## config.mk

```make
export PLATFORM = sky130hd
export DESIGN_NAME = iobus_port
export DESIGN_NICKNAME = d
export VERILOG_FILES = /design/src/rtl/iobus_pkg.sv /design/src/rtl/iob_rotr.sv /design/src/rtl/iob_field.sv /design/src/rtl/iobus_port.sv
export SDC_FILE = /design/constraint.sdc
export NUM_CORES = 1
export LEC_CHECK = 0
export BUFFER_PORTS_ARGS = -buffer_cell sky130_fd_sc_hd__clkbuf_2
export CAP_MARGIN = 20
export CORE_ASPECT_RATIO = 1.75
export CORE_UTILIZATION = 40
export DETAILED_ROUTE_END_ITERATION = 10
export GPL_ROUTABILITY_DRIVEN = 0
export HOLD_SLACK_MARGIN = 0.1
export PLACE_DENSITY = 0.64
export RECOVER_POWER = 25
export SLEW_MARGIN = 10
export SYNTH_ARGS = -nofsm -noshare
export SYNTH_HDL_FRONTEND = slang
export SYNTH_HIERARCHICAL = 1
export SYNTH_SLANG_ARGS = --single-unit
export TNS_END_PERCENT = 5
```

## constraint.sdc

```tcl
create_clock -name clk -period 4.1 [get_ports clk]
set_clock_uncertainty 0.15 [all_clocks]
set_input_delay 0.615 -clock clk [delete_from_list [all_inputs] [get_ports clk]]
set_output_delay 0.615 -clock clk [all_outputs]
set_load 0.01 [all_outputs]
```

## src/rtl/iobus_pkg.sv

```systemverilog
package iobus_pkg;

  typedef enum logic [1:0] {
    OP_ADDR  = 2'd0,
    OP_WRITE = 2'd1,
    OP_READ  = 2'd2,
    OP_NOP   = 2'd3
  } iob_op_e;

  typedef enum logic [2:0] {
    ST_IDLE = 3'd0,
    ST_APH  = 3'd1,
    ST_WPH  = 3'd2,
    ST_RPH  = 3'd3,
    ST_RSP  = 3'd4
  } iob_state_e;

endpackage

```

## src/rtl/iob_rotr.sv

```systemverilog
module iob_rotr #(
  parameter int W  = 8,
  parameter int SW = $clog2(W)
) (
  input  logic [W-1:0]  din,
  input  logic [SW-1:0] amt,
  output logic [W-1:0]  dout
);

  logic [SW:0][W-1:0] stg;

  assign stg[0] = din;

  // log-depth barrel: stage s rotates right by 2**s when its amount bit is set
  for (genvar s = 0; s < SW; s++) begin : g_stage
    localparam int SH = (1 << s) % W;
    logic [2*W-1:0] dbl;
    assign dbl        = {stg[s], stg[s]};
    assign stg[s + 1] = amt[s] ? dbl[SH +: W] : stg[s];
  end

  assign dout = stg[SW];

endmodule

```

## src/rtl/iob_field.sv

```systemverilog
module iob_field #(
  parameter int W  = 8,
  parameter int PW = $clog2(W)
) (
  input  logic [PW-1:0] pos,
  input  logic [PW-1:0] len,
  input  logic [W-1:0]  shadow,
  input  logic [W-1:0]  src,
  input  logic [W-1:0]  bus_byte,
  output logic [W-1:0]  merged,
  output logic [W-1:0]  extracted
);

  localparam logic [PW-1:0] LAST = PW'(W - 1);

  logic [PW:0]   sum;
  logic [PW-1:0] hi;
  logic [PW-1:0] sh;
  logic [W-1:0]  mask;

  // last MSB-first index covered by the field, cut at the LSB
  assign sum = {1'b0, pos} + {1'b0, len};
  assign hi  = (sum > {1'b0, LAST}) ? LAST : sum[PW-1:0];
  assign sh  = LAST - hi;

  for (genvar i = 0; i < W; i++) begin : g_mask
    localparam logic [PW-1:0] J = PW'(W - 1 - i);
    assign mask[i] = (J >= pos) && (J <= hi);
  end

  assign merged    = ((src << sh) & mask) | (shadow & ~mask);
  assign extracted = (bus_byte & mask) >> sh;

endmodule

```

## src/rtl/iobus_port.sv

```systemverilog
module iobus_port
  import iobus_pkg::*;
#(
  parameter int DW = 8
) (
  input  logic                   clk,
  input  logic                   rst_n,
  input  logic                   cmd_valid,
  output logic                   cmd_ready,
  input  logic [1:0]             cmd_op,
  input  logic                   cmd_side,
  input  logic [DW-1:0]          cmd_data,
  input  logic [$clog2(DW)-1:0]  cmd_pos,
  input  logic [$clog2(DW)-1:0]  cmd_len,
  input  logic [$clog2(DW)-1:0]  cmd_rot,
  output logic                   rsp_valid,
  input  logic                   rsp_ready,
  output logic [DW-1:0]          rsp_data,
  output logic                   rsp_nz,
  output logic [DW-1:0]          bus_dout,
  output logic                   bus_doe,
  input  logic [DW-1:0]          bus_din,
  output logic                   bus_side,
  output logic                   bus_astb,
  output logic                   bus_dstb,
  output logic                   bus_wr
);

  localparam int PW    = $clog2(DW);
  localparam int SIDES = 2;

  iob_state_e    state;
  iob_op_e       op;
  logic          cur_side;
  logic [DW-1:0] side_addr [SIDES];
  logic [DW-1:0] shadow    [SIDES];
  logic [DW-1:0] dout_q;
  logic [DW-1:0] rsp_q;
  logic [PW-1:0] pos_q;
  logic [PW-1:0] len_q;

  logic [DW-1:0] src_rot;
  logic [PW-1:0] f_pos;
  logic [PW-1:0] f_len;
  logic [DW-1:0] merged;
  logic [DW-1:0] extracted;

  assign op = iob_op_e'(cmd_op);

  iob_rotr #(.W(DW), .SW(PW)) u_rot (
    .din  (cmd_data),
    .amt  (cmd_rot),
    .dout (src_rot)
  );

  // one field unit serves both directions: command fields while idle,
  // held read fields during the read phase
  assign f_pos = (state == ST_RPH) ? pos_q : cmd_pos;
  assign f_len = (state == ST_RPH) ? len_q : cmd_len;

  iob_field #(.W(DW), .PW(PW)) u_field (
    .pos       (f_pos),
    .len       (f_len),
    .shadow    (shadow[cur_side]),
    .src       (src_rot),
    .bus_byte  (bus_din),
    .merged    (merged),
    .extracted (extracted)
  );

  always_ff @(posedge clk) begin
    if (!rst_n) begin
      state    <= ST_IDLE;
      cur_side <= 1'b0;
      dout_q   <= '0;
      rsp_q    <= '0;
      pos_q    <= '0;
      len_q    <= '0;
      for (int s = 0; s < SIDES; s++) begin
        side_addr[s] <= '0;
        shadow[s]    <= '0;
      end
    end else begin
      case (state)
        ST_IDLE: begin
          if (cmd_valid) begin
            case (op)
              OP_ADDR: begin
                state               <= ST_APH;
                cur_side            <= cmd_side;
                dout_q              <= cmd_data;
                side_addr[cmd_side] <= cmd_data;
                if (cmd_data != side_addr[cmd_side]) shadow[cmd_side] <= '0;
              end
              OP_WRITE: begin
                state            <= ST_WPH;
                dout_q           <= merged;
                shadow[cur_side] <= merged;
              end
              OP_READ: begin
                state <= ST_RPH;
                pos_q <= cmd_pos;
                len_q <= cmd_len;
              end
              default: state <= ST_IDLE;
            endcase
          end
        end
        ST_APH, ST_WPH: state <= ST_IDLE;
        ST_RPH: begin
          shadow[cur_side] <= bus_din;
          rsp_q            <= extracted;
          state            <= ST_RSP;
        end
        ST_RSP: if (rsp_ready) state <= ST_IDLE;
        default: state <= ST_IDLE;
      endcase
    end
  end

  assign cmd_ready = (state == ST_IDLE);
  assign rsp_valid = (state == ST_RSP);
  assign rsp_data  = rsp_q;
  assign rsp_nz    = |rsp_q;
  assign bus_dout  = dout_q;
  assign bus_side  = cur_side;
  assign bus_astb  = (state == ST_APH);
  assign bus_dstb  = (state == ST_WPH) || (state == ST_RPH);
  assign bus_wr    = (state == ST_WPH);
  assign bus_doe   = (state == ST_APH) || (state == ST_WPH);

  // side pin moves only when an address phase begins
  a_r3_side_stable: assert property (@(posedge clk) disable iff (!rst_n)
    !$stable(bus_side) |-> bus_astb);

  // address strobe lasts a single cycle and never overlaps a data phase
  a_r3_astb_single: assert property (@(posedge clk) disable iff (!rst_n)
    bus_astb |=> !bus_astb);
  a_r3_phase_excl: assert property (@(posedge clk) disable iff (!rst_n)
    !(bus_astb && bus_dstb));

  // a write drives the bus during a data phase
  a_r4_write_drive: assert property (@(posedge clk) disable iff (!rst_n)
    bus_wr |-> (bus_dstb && bus_doe));

  // read phase releases the bus and yields a result next cycle
  a_r5_read_release: assert property (@(posedge clk) disable iff (!rst_n)
    (bus_dstb && !bus_wr) |-> !bus_doe);
  a_r5_read_result: assert property (@(posedge clk) disable iff (!rst_n)
    (bus_dstb && !bus_wr) |=> rsp_valid);

  // nonzero flag tracks the returned field
  a_r10_nz_flag: assert property (@(posedge clk) disable iff (!rst_n)
    rsp_valid |-> (rsp_nz == (rsp_data != '0)));

  // held result stays put and blocks commands
  a_r11_rsp_hold: assert property (@(posedge clk) disable iff (!rst_n)
    (rsp_valid && !rsp_ready) |=> (rsp_valid && $stable(rsp_data)));
  a_r11_no_accept: assert property (@(posedge clk) disable iff (!rst_n)
    rsp_valid |-> !cmd_ready);

endmodule

```

==> impl_metrics.tcl <==
set metrics [dict create \
    dp_hpwl_um 8450 \
    crit_end "shadow[0][4]" \
    die_width_um 78.6 \
    grt_max_degree 34 \
    critical_path_arrival_ns 3.66 \
    dieArea_um2 10700 \
    synth.avg_cell_area_um2 9.55 \
    first_iter_violations 227 \
    critical_path.slowest_cell "dfxtp_1" \
    internal-power_uw 1300 \
    path_clk_slew_ns 0.05 \
    syn_nets 469 \
    fin_nets 515 \
    grt_pass1_vias 3578 \
    pre_cts_slack_ns 0.324 \
    postRouteAntennaNets 0 \
    place.port_buffers 55 \
    syn_inst 430 \
    synth_cell_types 60 \
    via_per_inst 5.90 \
    ys_ff_latch 59 \
    timing.rr.end "shadow[0][4]" \
    worst_slack_ns 0.349 \
    required_ns 4.01 \
    drt-wirelength-per-cell_um 18.4 \
    max-slew-margin-rel 0.0634 \
    status "finished, final reports clean" \
    antenna_cells 0 \
    die_y_um 136 \
    synth_area_um2 4110 \
    floorplan.initialDensity 0.414 \
    clkSinkCount 59 \
    netlist_top_cells_area "edfxtp_1, dfxtp_1, mux2i_1, nand2_1, mux2_2" \
    p_sw_uw 527 \
    cts_buffers 9 \
    design.core.area_um2 9910 \
    power_switching_share 0.289 \
    layout-drive-gt1-share 0.191 \
    cap_violations 0 \
    reg2reg_slack_ns 0.35 \
    mostFrequentLayoutCell "nand2_1" \
    synth_warnings 6 \
    hold_path.class "flip-flop to flip-flop" \
    power_frac_comb 0.229 \
    hold_buffers 0 \
    synth_edf_count 32 \
    grt_pass1_wl_um 17800 \
    ys_async_sr_fraction 0 \
    ir_drop_mv 0.468 \
    final_area_um2 4720 \
    synth_top_cell_area_share 0.234 \
    maxSlewViolCount 0 \
    seq_power_share 0.362 \
    reg2reg_depth 14 \
    clk_latency_ns 0.33 \
    path_delay_family "compound AO/OA/AOI/OAI gates" \
    grt_setup_unrepaired "false" \
    startpoint "state[1]" \
    grtUsageTotal 0.221 \
    start_kind "flip-flop" \
    setup_viol 0 \
    worstSetupPathType "flip-flop to flip-flop" \
    rr_startpoint "state[1]" \
    htree_levels 3 \
    antenna_found_initial 0 \
    seq_area_frac_synth 0.366 \
    routed_wl_um 11200 \
    synth_area_leader_cell "edfxtp_1" \
    placed_area_um2 4440 \
    pwr_density_cell_nw_per_um2 387 \
    num_vias 3575 \
    layout_common_cells "nand2_1, clkbuf_2, edfxtp_1" \
    crit_cells 14 \
    power.leakage_uw 0.00199 \
    ioPinCount 56 \
    crit_fanout 15 \
    cts_tree "done" \
    cts_root_buffer "clkbuf_16" \
    post-route-min-period_ns 3.75 \
    drc_errors 0 \
    cts_buffer_depth 2 \
    worst-path-buf-inv 2 \
    areaGrowthSynthToFinish_pct 14.9 \
    max_freq_mhz 267 \
    critPathCaptureType "flip-flop" \
    drtPass1Iterations 5 \
    clkPwrFrac 0.409 \
    overflow 0 \
    hold_viol 0 \
    tightestPinTransition_ns 1.40 \
    fin_tns_setup_ns 0 \
    min_period_over_period 0.915 \
    critical_path.max_stage_delay_ns 0.42 \
    synth-main-ff-cell "edfxtp_1" \
    path_cells "and2b_1, and2_1, buf_4, nand2_1, nand2_1, ha_1, nor2b_1, a31o_2, buf_4, a211oi_1, a21oi_1, o32a_1, mux2i_1, nor2_1" \
    rows 48 \
]
## per-layer routing
metal | global-route usage | part of all wire
met1 | 0.218 | 0.35
met2 | 0.420 | 0.56
met5 | 0 | 0
met4 | 0.134 | 0.047
met3 | 0.0383 | 0.040
## power groups by stage
stage	Sequential [uW]	Combinational [uW]	Clock, uW
after floorplan	672	297	0
after CTS	661	414	762
final	661	417	747
after detailed placement	674	412	0
after global placement	672	406	0
after global routing	664	454	779
## cells by family (layout without fill, tap and decap cells)
kind of cell	after synthesis	after routing	synth area share
AOI/OAI and AO/OA	96	96	0.166
xor gates and xnor gates	8	8	0.0171
adders and majority gates	7	7	0.0232
buffers and inverters	36	87	0.0475
DFF	59	59	0.366
muxes	59	59	0.184
and+or+nand+nor	165	165	0.197
## registers in the layout (all words and copies together) (netlist names), named ones only
name,cells
shadow,16
side_addr,16
bus_dout,8
rsp_data,8
len_q,3
pos_q,3
state,3
bus_side,1
## worst min-delay path by stage
stage,from,endpoint,depth (start not counted)
global route,pos_q[2],pos_q[2],2
CTS,pos_q[2],pos_q[2],2
detailed placement,pos_q[2],pos_q[2],2
finish,pos_q[2],pos_q[2],2
floorplan,pos_q[2],pos_q[2],2
global placement,pos_q[2],pos_q[2],2
## final cells by class
type	count	area [um2]
inverter	5	18.8
clock buffer	13	282
timing repair buffer	66	332
clock inverter	3	17.5
fill	984	5190
multi-input combinational	335	2410
tap	125	156
sequential	59	1500
## worst reg2reg max path, delay by kind of cell (launching register included)
family,cells,cell delay [ns]
compound gates,4,1.02
flops,1,0.42
fa+ha+maj,1,0.37
simple gates,6,0.91
buf+inv,2,0.42
mux,1,0.19
## synthesized netlist by cell type (6+ instances only)
cell       n
a21boi_0  17
a21oi_1   19
and2_1    19
buf_2     12
buf_6      6
clkbuf_1  11
dfxtp_1   27
edfxtp_1  32
ha_1       6
mux2_2    19
mux2i_1   31
mux4_1     8
nand2_1   73
nand3_1   12
nor2_1    26
o211a_1    8
o21ai_0   10
xnor2_1    8
## metrics by stage
| step | hold slack (ns) | cells | util | power (uW) |
|---|---|---|---|---|
| 2_1_floorplan | 0.294 | 430 | - | 969 |
| 3_3_place_gp | 0.305 | 590 | 0.448 | 1080 |
| 3_5_place_dp | 0.319 | 590 | 0.448 | 1090 |
| 4_1_cts | 0.327 | 606 | 0.479 | 1840 |
| 5_1_grt | 0.346 | 606 | 0.476 | 1900 |
| 6_report | 0.325 | 606 | 0.476 | 1830 |
## repair_timing
item / CTS / global route
endpoints found under the setup margin: 0 / 6
resized for setup: 0 / 2
setup buffers: 0 / 0
Power figures use the tool's default switching activity.
